**src/rtl/tfc_pkg.sv**
```systemverilog
`timescale 1ns/1ps
package tfc_pkg;

    typedef enum logic [2:0] {
        MODE_WRITE  = 3'd0,
        MODE_RD_FWD = 3'd1,
        MODE_RD_REV = 3'd2,
        MODE_CK_FWD = 3'd3,
        MODE_CK_REV = 3'd4
    } tfc_mode_e;

    typedef enum logic [3:0] {
        ST_IDLE,
        ST_FETCH,
        ST_EMIT_LO,
        ST_EMIT_HI,
        ST_TAKE_A,
        ST_TAKE_B,
        ST_DELIVER,
        ST_COMPARE,
        ST_ENDBLK
    } tfc_state_e;

    function automatic logic mode_known(input logic [2:0] m);
        return (m <= 3'd4);
    endfunction

    function automatic logic mode_reverse(input logic [2:0] m);
        return (m == MODE_RD_REV) || (m == MODE_CK_REV);
    endfunction

    function automatic logic mode_check(input logic [2:0] m);
        return (m == MODE_CK_FWD) || (m == MODE_CK_REV);
    endfunction

endpackage

```
**src/rtl/tfc_fsm.sv**
```systemverilog
`timescale 1ns/1ps
module tfc_fsm
    import tfc_pkg::*;
(
    input  logic       clk,
    input  logic       rst_n,
    input  logic       cmd_start,
    input  logic [2:0] cmd_mode,
    input  logic       mem_valid,
    input  logic       mem_last,
    input  logic       tx_ready,
    input  logic       rx_frame_valid,
    input  logic       rx_gap,
    input  logic       rd_ack,
    output logic       busy,
    output logic       end_of_block,
    output logic       mem_ready,
    output logic       tx_frame_valid,
    output logic       tx_sel_hi,
    output logic       tx_frame_end,
    output logic       rx_frame_ready,
    output logic       rd_strobe,
    output logic       reverse,
    output logic       cmd_go,
    output logic       word_load,
    output logic       take_first,
    output logic       take_second,
    output logic       cmp_fire
);

    tfc_state_e state_q, state_d;
    logic [2:0] mode_q;
    logic       last_q;
    logic       end_pend_q;
    logic       is_check;

    assign is_check = mode_check(mode_q);
    assign reverse  = mode_reverse(mode_q);

    // state register
    always_ff @(posedge clk or negedge rst_n) begin
        if (!rst_n) begin
            state_q <= ST_IDLE;
        end else begin
            state_q <= state_d;
        end
    end

    // command context
    always_ff @(posedge clk or negedge rst_n) begin
        if (!rst_n) begin
            mode_q     <= MODE_WRITE;
            last_q     <= 1'b0;
            end_pend_q <= 1'b0;
        end else begin
            if (cmd_go) begin
                mode_q     <= cmd_mode;
                end_pend_q <= 1'b0;
            end
            if (word_load) begin
                last_q <= mem_last;
            end
            if (state_q == ST_TAKE_B && rx_gap) begin
                end_pend_q <= 1'b1;
            end
        end
    end

    // next state
    always_comb begin
        state_d = state_q;
        unique case (state_q)
            ST_IDLE: begin
                if (cmd_start && mode_known(cmd_mode)) begin
                    state_d = (cmd_mode == MODE_WRITE) ? ST_FETCH : ST_TAKE_A;
                end
            end
            ST_FETCH:   if (mem_valid) state_d = ST_EMIT_LO;
            ST_EMIT_LO: if (tx_ready)  state_d = ST_EMIT_HI;
            ST_EMIT_HI: if (tx_ready)  state_d = last_q ? ST_ENDBLK : ST_FETCH;
            ST_TAKE_A: begin
                if (rx_gap)              state_d = ST_ENDBLK;
                else if (rx_frame_valid) state_d = ST_TAKE_B;
            end
            ST_TAKE_B: begin
                if (rx_gap || rx_frame_valid) begin
                    state_d = is_check ? ST_COMPARE : ST_DELIVER;
                end
            end
            ST_DELIVER: if (rd_ack)    state_d = end_pend_q ? ST_ENDBLK : ST_TAKE_A;
            ST_COMPARE: if (mem_valid) state_d = end_pend_q ? ST_ENDBLK : ST_TAKE_A;
            ST_ENDBLK:  state_d = ST_IDLE;
            default:    state_d = ST_IDLE;
        endcase
    end

    // outputs
    always_comb begin
        busy           = (state_q != ST_IDLE);
        end_of_block   = (state_q == ST_ENDBLK);
        mem_ready      = (state_q == ST_FETCH) || (state_q == ST_COMPARE);
        tx_frame_valid = (state_q == ST_EMIT_LO) || (state_q == ST_EMIT_HI);
        tx_sel_hi      = (state_q == ST_EMIT_HI);
        tx_frame_end   = (state_q == ST_EMIT_HI) && last_q;
        rx_frame_ready = (state_q == ST_TAKE_A) || (state_q == ST_TAKE_B);
        rd_strobe      = (state_q == ST_DELIVER);
        cmd_go         = (state_q == ST_IDLE) && cmd_start && mode_known(cmd_mode);
        word_load      = (state_q == ST_FETCH) && mem_valid;
        take_first     = (state_q == ST_TAKE_A) && rx_frame_valid && !rx_gap;
        take_second    = (state_q == ST_TAKE_B) && rx_frame_valid && !rx_gap;
        cmp_fire       = (state_q == ST_COMPARE) && mem_valid;
    end

endmodule

```
**src/rtl/tfc_splitter.sv**
```systemverilog
`timescale 1ns/1ps
module tfc_splitter #(
    parameter int FRAME_W = 8,
    localparam int WORD_W = 2 * FRAME_W
) (
    input  logic               clk,
    input  logic               rst_n,
    input  logic               load,
    input  logic [WORD_W-1:0]  word_i,
    input  logic               sel_hi,
    output logic [FRAME_W-1:0] frame_o
);

    logic [WORD_W-1:0] hold_q;

    always_ff @(posedge clk or negedge rst_n) begin
        if (!rst_n) begin
            hold_q <= '0;
        end else if (load) begin
            hold_q <= word_i;
        end
    end

    assign frame_o = sel_hi ? hold_q[WORD_W-1 -: FRAME_W] : hold_q[FRAME_W-1:0];

endmodule

```
**src/rtl/tfc_assembler.sv**
```systemverilog
`timescale 1ns/1ps
module tfc_assembler #(
    parameter int FRAME_W = 8,
    localparam int LANES  = 2,
    localparam int WORD_W = LANES * FRAME_W
) (
    input  logic               clk,
    input  logic               rst_n,
    input  logic               take_first,
    input  logic               take_second,
    input  logic               reverse,
    input  logic [FRAME_W-1:0] frame_i,
    output logic [WORD_W-1:0]  word_o
);

    // lane that receives the first frame of a pair; the other lane is
    // cleared at that point so a missing second frame reads as zero
    logic first_lane;
    assign first_lane = reverse;

    for (genvar l = 0; l < LANES; l++) begin : g_lane
        logic [FRAME_W-1:0] lane_q;
        always_ff @(posedge clk or negedge rst_n) begin
            if (!rst_n) begin
                lane_q <= '0;
            end else if (take_first) begin
                lane_q <= (first_lane == 1'(l)) ? frame_i : '0;
            end else if (take_second && (first_lane != 1'(l))) begin
                lane_q <= frame_i;
            end
        end
        assign word_o[l*FRAME_W +: FRAME_W] = lane_q;
    end

endmodule

```
**src/rtl/tfc_compare.sv**
```systemverilog
`timescale 1ns/1ps
module tfc_compare #(
    parameter int WORD_W = 16
) (
    input  logic              clk,
    input  logic              rst_n,
    input  logic              clear,
    input  logic              fire,
    input  logic [WORD_W-1:0] tape_word,
    input  logic [WORD_W-1:0] mem_word,
    output logic              err_o
);

    logic [WORD_W-1:0] diff;
    assign diff = tape_word ^ mem_word;

    always_ff @(posedge clk or negedge rst_n) begin
        if (!rst_n) begin
            err_o <= 1'b0;
        end else if (clear) begin
            err_o <= 1'b0;
        end else if (fire && (|diff)) begin
            err_o <= 1'b1;
        end
    end

endmodule

```
**src/rtl/tape_frame_codec.sv**
```systemverilog
`timescale 1ns/1ps
module tape_frame_codec #(
    parameter int FRAME_W = 8,
    localparam int WORD_W = 2 * FRAME_W
) (
    input  logic               clk,
    input  logic               rst_n,
    input  logic               cmd_start,
    input  logic [2:0]         cmd_mode,
    output logic               busy,
    output logic               end_of_block,
    input  logic [WORD_W-1:0]  mem_word,
    input  logic               mem_last,
    input  logic               mem_valid,
    output logic               mem_ready,
    output logic [FRAME_W-1:0] tx_frame,
    output logic               tx_frame_end,
    output logic               tx_frame_valid,
    input  logic               tx_ready,
    input  logic [FRAME_W-1:0] rx_frame,
    input  logic               rx_frame_valid,
    input  logic               rx_gap,
    output logic               rx_frame_ready,
    output logic [WORD_W-1:0]  rd_word,
    output logic               rd_strobe,
    input  logic               rd_ack,
    output logic               chk_err
);

    logic tx_sel_hi;
    logic reverse;
    logic cmd_go;
    logic word_load;
    logic take_first;
    logic take_second;
    logic cmp_fire;

    tfc_fsm u_fsm (
        .clk            (clk),
        .rst_n          (rst_n),
        .cmd_start      (cmd_start),
        .cmd_mode       (cmd_mode),
        .mem_valid      (mem_valid),
        .mem_last       (mem_last),
        .tx_ready       (tx_ready),
        .rx_frame_valid (rx_frame_valid),
        .rx_gap         (rx_gap),
        .rd_ack         (rd_ack),
        .busy           (busy),
        .end_of_block   (end_of_block),
        .mem_ready      (mem_ready),
        .tx_frame_valid (tx_frame_valid),
        .tx_sel_hi      (tx_sel_hi),
        .tx_frame_end   (tx_frame_end),
        .rx_frame_ready (rx_frame_ready),
        .rd_strobe      (rd_strobe),
        .reverse        (reverse),
        .cmd_go         (cmd_go),
        .word_load      (word_load),
        .take_first     (take_first),
        .take_second    (take_second),
        .cmp_fire       (cmp_fire)
    );

    tfc_splitter #(.FRAME_W(FRAME_W)) u_split (
        .clk     (clk),
        .rst_n   (rst_n),
        .load    (word_load),
        .word_i  (mem_word),
        .sel_hi  (tx_sel_hi),
        .frame_o (tx_frame)
    );

    tfc_assembler #(.FRAME_W(FRAME_W)) u_asm (
        .clk         (clk),
        .rst_n       (rst_n),
        .take_first  (take_first),
        .take_second (take_second),
        .reverse     (reverse),
        .frame_i     (rx_frame),
        .word_o      (rd_word)
    );

    tfc_compare #(.WORD_W(WORD_W)) u_cmp (
        .clk       (clk),
        .rst_n     (rst_n),
        .clear     (cmd_go),
        .fire      (cmp_fire),
        .tape_word (rd_word),
        .mem_word  (mem_word),
        .err_o     (chk_err)
    );

endmodule

```
**config.mk**
```make
export PLATFORM = sky130hd
export DESIGN_NAME = tape_frame_codec
export DESIGN_NICKNAME = d
export VERILOG_FILES = /design/src/rtl/tfc_pkg.sv /design/src/rtl/tfc_fsm.sv /design/src/rtl/tfc_splitter.sv /design/src/rtl/tfc_assembler.sv /design/src/rtl/tfc_compare.sv /design/src/rtl/tape_frame_codec.sv
export SDC_FILE = /design/constraint.sdc
export NUM_CORES = 1
export LEC_CHECK = 0
export ABC_AREA = 1
export ABC_CLOCK_PERIOD_IN_PS = 1900
export BUFFER_PORTS_ARGS = -buffer_cell sky130_fd_sc_hd__buf_2
export CAP_MARGIN = 20
export CORE_MARGIN = 8
export CORE_UTILIZATION = 25
export CTS_BUF_LIST = sky130_fd_sc_hd__clkbuf_4 sky130_fd_sc_hd__clkbuf_8 sky130_fd_sc_hd__clkbuf_16
export DETAILED_ROUTE_END_ITERATION = 8
export PLACE_DENSITY = 0.5
export SYNTH_ARGS = -nofsm -noshare
export SYNTH_HDL_FRONTEND = slang
export SYNTH_SLANG_ARGS = --single-unit
```
**constraint.sdc**
```tcl
create_clock -name clk -period 1.9 [get_ports clk]
set_clock_uncertainty 0.1 [all_clocks]
set_input_delay 0.285 -clock clk [delete_from_list [all_inputs] [get_ports clk]]
set_output_delay 0.285 -clock clk [all_outputs]
set_load 0.02 [all_outputs]
```
==> results of run 1 <==
[where the power goes]
part	internal (mW)	switching, mW
Combinational	1.02	1.60
Clock	0.407	0.336
Sequential	1.34	0.304
Total	2.76	2.24
[tightest hold or removal path, stage by stage]
cell	delay, ns
buf_2	0.08
nand2_1	0.04
o21ai_0	0.06
[registers in the layout, summed over array words and instances (netlist names)]
signal,cells
u_asm.g_lane.lane_q,16
u_fsm.end_pend_q,1
u_fsm.last_q,1
u_split.hold_q,16
u_fsm.state_q,4
u_fsm.mode_q,3
u_cmp.err_o,1
[per-stage QoR]
step / util / cells / power [mW] / setup slack [ns]
3_3_place_gp: 0.304 / 527 / 3.95 / 0.171
3_5_place_dp: 0.304 / 527 / 3.98 / 0.166
6_report: 0.338 / 544 / 5.00 / 0.00476
4_1_cts: 0.322 / 540 / 4.79 / 0.00299
5_1_grt: 0.338 / 544 / 5.40 / -0.0655
2_1_floorplan: - / 330 / 3.23 / 0.227
[cell families after synthesis]
| logic type | Yosys count | share of synthesized area |
|---|---|---|
| AO/OA/AOI/OAI | 57 | 0.141 |
| buffers and inverters | 66 | 0.115 |
| flip-flops | 42 | 0.434 |
| AND/OR/NAND/NOR | 165 | 0.309 |
[cells in the mapped netlist]
cell	number
a211oi_1	1
a21oi_1	3
buf_12	1
buf_2	3
buf_4	1
buf_6	1
dfrtp_1	42
inv_1	57
inv_2	3
nand2_1	102
nand2_2	2
nand2_4	2
nand3_1	21
nand3_2	5
nand4_1	1
nor2_1	20
nor2_2	3
nor2_4	4
nor3_1	4
nor3_2	1
o2111ai_1	1
o21a_1	8
o21ai_0	35
o21ai_1	1
o21ai_2	8
[per-layer routing]
layer  up-vias  routed length [um]  GRT usage
met1      1036                3390      0.133
met2        53                3240      0.168
met3        10                 451     0.0359
met4         0                 118     0.0426
li1       1183                   -          -
met5         -                   0          0
[final cells by class]
type                    count  area (um2)
well taps                 133         166
fillers                  1049        6350
inverters                  60         225
clock inverters             2        37.5
repair buffers             79         538
multi-input cells         222        1140
clock buffers               6        76.3
flip-flops and latches     42        1050
[final timing paths]
kind,startpoint,end,cells after the start
worst max-delay path,u_fsm.state_q[1],tx_frame[7],6
worst min-delay path,mem_last,u_fsm.last_q,3
worst max register to register,u_fsm.state_q[2],u_asm.g_lane[1].lane_q[3],8
worst min register to register,u_split.hold_q[9],u_split.hold_q[9],1
max in group asynchronous,rst_n,u_fsm.state_q[0],3
min in group asynchronous,rst_n,u_cmp.err_o,2
[what timing repair did]
action                                  4_1_cts  5_1_grt
endpoints found under the setup margin        8        9
buffers inserted                              4        2
endpoints found under the hold margin        18        0
pin swaps                                     1        2
cloned                                        0        2
hold buffers                                  1        0
gates resized for setup                       4       36
==> results.json, run 1 <==
{
  "run_status": "completed",
  "hold_viol": 0,
  "num_antenna_cells": 0,
  "cp_data_required_time_ns": 1.51,
  "die-width_um": 114,
  "numCtsBuffers": 5,
  "area_delta_synth_final_pct": 33.9,
  "coreArea_um2": 9590,
  "grt_overflow": 0,
  "power.density_nw_per_um2": 1540,
  "period_needed_ns": 1.90,
  "ctsHtreeMaxLevel": 2,
  "cts_root_buffer": "clkbuf_8",
  "gp_congestion": 0.801,
  "critPathMaxStageDelay_ns": 0.46,
  "yosys_register_bits": 42,
  "maxSlewHeadroom": 0.678,
  "synthTopCellsByArea": "dfrtp_1 43%, nand2_1 16%, inv_1 8.8%",
  "cpMaxStageDelayCell": "dfrtp_2",
  "drtPass1Iterations": 4,
  "yosys_warnings": 0,
  "cts_tree": "built",
  "antenna_found_initial": 0,
  "crit_buf_inv": 2,
  "finalCritPeriodShare": 0.997,
  "drv_cap": 0,
  "synthesis.area_um2": 2420,
  "grt_pass1_vias": 2176,
  "crit_family": "flip-flops",
  "drt_wl_total_um": 7200,
  "leakagePower_nw": 1.65,
  "clk_path_buf_depth": 2,
  "cp.arrival_ns": 1.51,
  "initial_core_util": 0.252,
  "synth_top_area_cell": "dfrtp_1",
  "row_count": 36,
  "path_clk_slew_ns": 0.08,
  "ys_seq_area_frac": 0.434,
  "synth.net_count": 366,
  "grt.total_usage": 0.107,
  "r2r_slack_ns": 0.16,
  "dieArea_um2": 13100,
  "viasPerCell": 4.19,
  "crit_path_max_fanout": 7,
  "setup_tns_ns": 0,
  "synth_cells": 330,
  "place_area_um2": 2920,
  "synth_top_area_share": 0.434,
  "critPathCaptureType": "output pin",
  "ir_drop_uv": 349,
  "finalSetupViolations": 0,
  "startpoint_type": "flip-flop",
  "numClockSinks": 42,
  "vias": 2282,
  "layout.cells.most_common": "nand2_1",
  "grt_max_degree": 35,
  "crit_type": "flip-flop to output pin",
  "layout_common_cells": "94 x nand2_1, 58 x buf_2, 56 x inv_1",
  "path_cells": "nand2_4, nor2_4, clkbuf_16, nand2_2, o21ai_1, buf_4",
  "grt_first_pass_wirelength_um": 10900,
  "top_level_ports": 68,
  "fmax_mhz": 528,
  "min_path_type": "primary input to flip-flop",
  "drive_gt1_frac": 0.319,
  "clkLatencyLatePin_ns": 0.30,
  "synth.distinct_cells": 25,
  "rsz0062_at_grt": "true",
  "avgSynthCellArea_um2": 7.33,
  "post_drt_wl_per_cell_um": 13.2,
  "final_area_um2": 3240,
  "drv_slew": 0,
  "drt_drc_violations_left": 0,
  "worst_slew_pin_slew_ns": 0.483,
  "ant_nets": 0,
  "io_buffers": 67,
  "die_y_um": 114,
  "dp_hpwl_um": 5590,
  "fin_nets": 446,
  "hold_slack_ns": 0.0992,
  "drt_iter0_markers": 96
}
Power figures use the tool's default switching activity.
==> inputs of run 2 (changes only) <==
--- a/config.mk
+++ b/config.mk
@@ -13,7 +13,8 @@
 export CORE_UTILIZATION = 25
 export CTS_BUF_LIST = sky130_fd_sc_hd__clkbuf_4 sky130_fd_sc_hd__clkbuf_8 sky130_fd_sc_hd__clkbuf_16
 export DETAILED_ROUTE_END_ITERATION = 8
-export PLACE_DENSITY = 0.5
+export MAX_ROUTING_LAYER = met4
+export PLACE_DENSITY_LB_ADDON = 0.2
 export SYNTH_ARGS = -nofsm -noshare
 export SYNTH_HDL_FRONTEND = slang
 export SYNTH_SLANG_ARGS = --single-unit
==> results.json, run 2 (synthesis results as in run 1) <==
{
  "run_status": "complete, but fails checks",
  "violations": "negative setup slack",
  "fillers": 1046,
  "cp_data_required_time_ns": 1.51,
  "clkLatencyLatePin_ns": 0.30,
  "power_mw": 4.92,
  "leakagePower_nw": 1.69,
  "path_common_cell": "nand2_4",
  "timing.rr.start": "u_fsm.state_q[3]",
  "min_path_type": "primary input to flip-flop",
  "numClockSinks": 42,
  "drt_drc_violations_left": 0,
  "area_delta_synth_final_pct": 35.1,
  "reg_top3": "u_asm.g_lane.lane_q: 16 flops, u_split.hold_q: 16 flops, u_fsm.state_q: 4 flops",
  "period_needed_ns": 1.91,
  "viasPerCell": 4.15,
  "dieArea_um2": 13100,
  "grt_pass1_vias": 2153,
  "multi_input_area_um2": 1180,
  "timing.rr.end": "u_asm.g_lane[1].lane_q[2]",
  "hold_slack_ns": 0.115,
  "grt_overflow": 0,
  "grt_max_degree": 35,
  "drt_iter0_markers": 109,
  "path_cells": "inv_2, nand2_4, nor2_4, clkbuf_16, nand2_4, o21ai_2, buf_6",
  "die_y_um": 114,
  "antenna_found_initial": 0,
  "maxSlewHeadroom": 0.686,
  "critical_path_depth": 7,
  "dp_hpwl_um": 5460,
  "clk_path_buf_depth": 2,
  "die-width_um": 114,
  "finalCritPeriodShare": 1.01,
  "cts_root_buffer": "clkbuf_8",
  "cts_tree": "built",
  "hold_viol": 0,
  "ant_nets": 0,
  "rsz0062_at_grt": "true",
  "regArea_um2": 1050,
  "final_area_um2": 3270,
  "critPathCaptureType": "output pin",
  "power.density_nw_per_um2": 1500,
  "grt_first_pass_wirelength_um": 10800,
  "drtPass1Iterations": 4,
  "rr_worst_depth": 7,
  "layout.cells.most_common": "nand2_1",
  "place_area_um2": 2920,
  "cp-startpoint": "u_fsm.state_q[2]",
  "initial_core_util": 0.252,
  "drive_gt1_frac": 0.326,
  "ir_drop_uv": 339,
  "timing.final.ws_setup_ns": -0.0113,
  "critPathMaxStageDelay_ns": 0.42,
  "ctsHtreeMaxLevel": 2,
  "num_antenna_cells": 0,
  "crit_family": "buffers and inverters",
  "place_ws_ns": 0.187,
  "top_level_ports": 68,
  "worst_slew_pin_slew_ns": 0.471,
  "io_buffers": 67,
  "startpoint_type": "flip-flop",
  "numCtsBuffers": 5,
  "coreArea_um2": 9590,
  "finalSetupViolations": 3,
  "drv_slew": 0,
  "grt.total_usage": 0.109,
  "drv_cap": 0,
  "drt_wl_total_um": 6990,
  "path_clk_slew_ns": 0.07,
  "vias": 2256,
  "fmax_mhz": 523,
  "r2r_slack_ns": 0.20,
  "row_count": 36,
  "post_drt_wl_per_cell_um": 12.8,
  "crit_path_max_fanout": 4,
  "crit_buf_inv": 3,
  "layout_common_cells": "93 x nand2_1, 59 x buf_2, 56 x inv_1",
  "cp.arrival_ns": 1.53,
  "endpoint": "tx_frame[6]",
  "setup_tns_ns": -0.0250,
  "cpMaxStageDelayCell": "dfrtp_1",
  "crit_type": "flip-flop to output pin",
  "fin_nets": 446,
  "gp_congestion": 0.834
}
[run 2: changes by cell type in the layout (fill, tap and decap cells not counted), sizes merged]
| cell | delta |
|---|---|
| bufinv | -1 |
| clkbuf | +1 |
| clkinv | +1 |
| clkinvlp | -1 |
[run 2: worst register-to-register path: cells and delay by family, from the launching register on]
family	cells	cell delay [ns]
simple gates	5	0.87
flops	1	0.42
buf+inv	1	0.16
compound gates	1	0.06
[run 2: cell type report]
type | instances | share of cell area
Sequential cell | 42 | 0.322
Inverter | 60 | 0.0689
Timing Repair Buffer | 79 | 0.168
Multi-Input combinational cell | 222 | 0.360
Clock inverter | 1 | 0.00153
Clock buffer | 7 | 0.0276
Tap cell | 133 | 0.0509
[run 2: timing repair]
item,CTS,global route
hold buffers,1,0
buffers inserted,2,4
gates cloned,0,2
resized for setup,2,49
pin swaps,1,2
endpoints found under the setup margin,8,9
endpoints found under the hold margin,17,0
[run 2: metrics by stage]
step,std cells,utilization
after floorplan,330,-
after global placement,527,0.304
after detailed placement,527,0.304
after CTS,538,0.318
after global routing,544,0.341
final,544,0.341
[run 2: worst min path at each step]
stage,to,from,depth (start not counted)
floorplan,u_asm.g_lane[0].lane_q[0],rst_n,0
global placement,u_cmp.err_o,rst_n,1
detailed placement,u_cmp.err_o,rst_n,1
CTS,u_fsm.last_q,mem_last,3
global route,u_fsm.last_q,mem_last,3
finish,u_fsm.last_q,mem_last,3
[run 2: layer usage]
layer  up-vias  routed length, um  global-route usage
met4         0                 74              0.0346
met5         -                  0                   -
met1      1025               3440               0.146
met3         4                243              0.0243
met2        35               3230               0.160
li1       1192                  -                   -
[run 2: report_power, final]
| group | leakage (nW) | internal [mW] | switching [mW] |
|---|---|---|---|
| clock | 0.0517 | 0.308 | 0.308 |
| combinational | 1.13 | 1.05 | 1.61 |
| sequential | 0.506 | 1.34 | 0.308 |
| total | 1.69 | 2.69 | 2.22 |
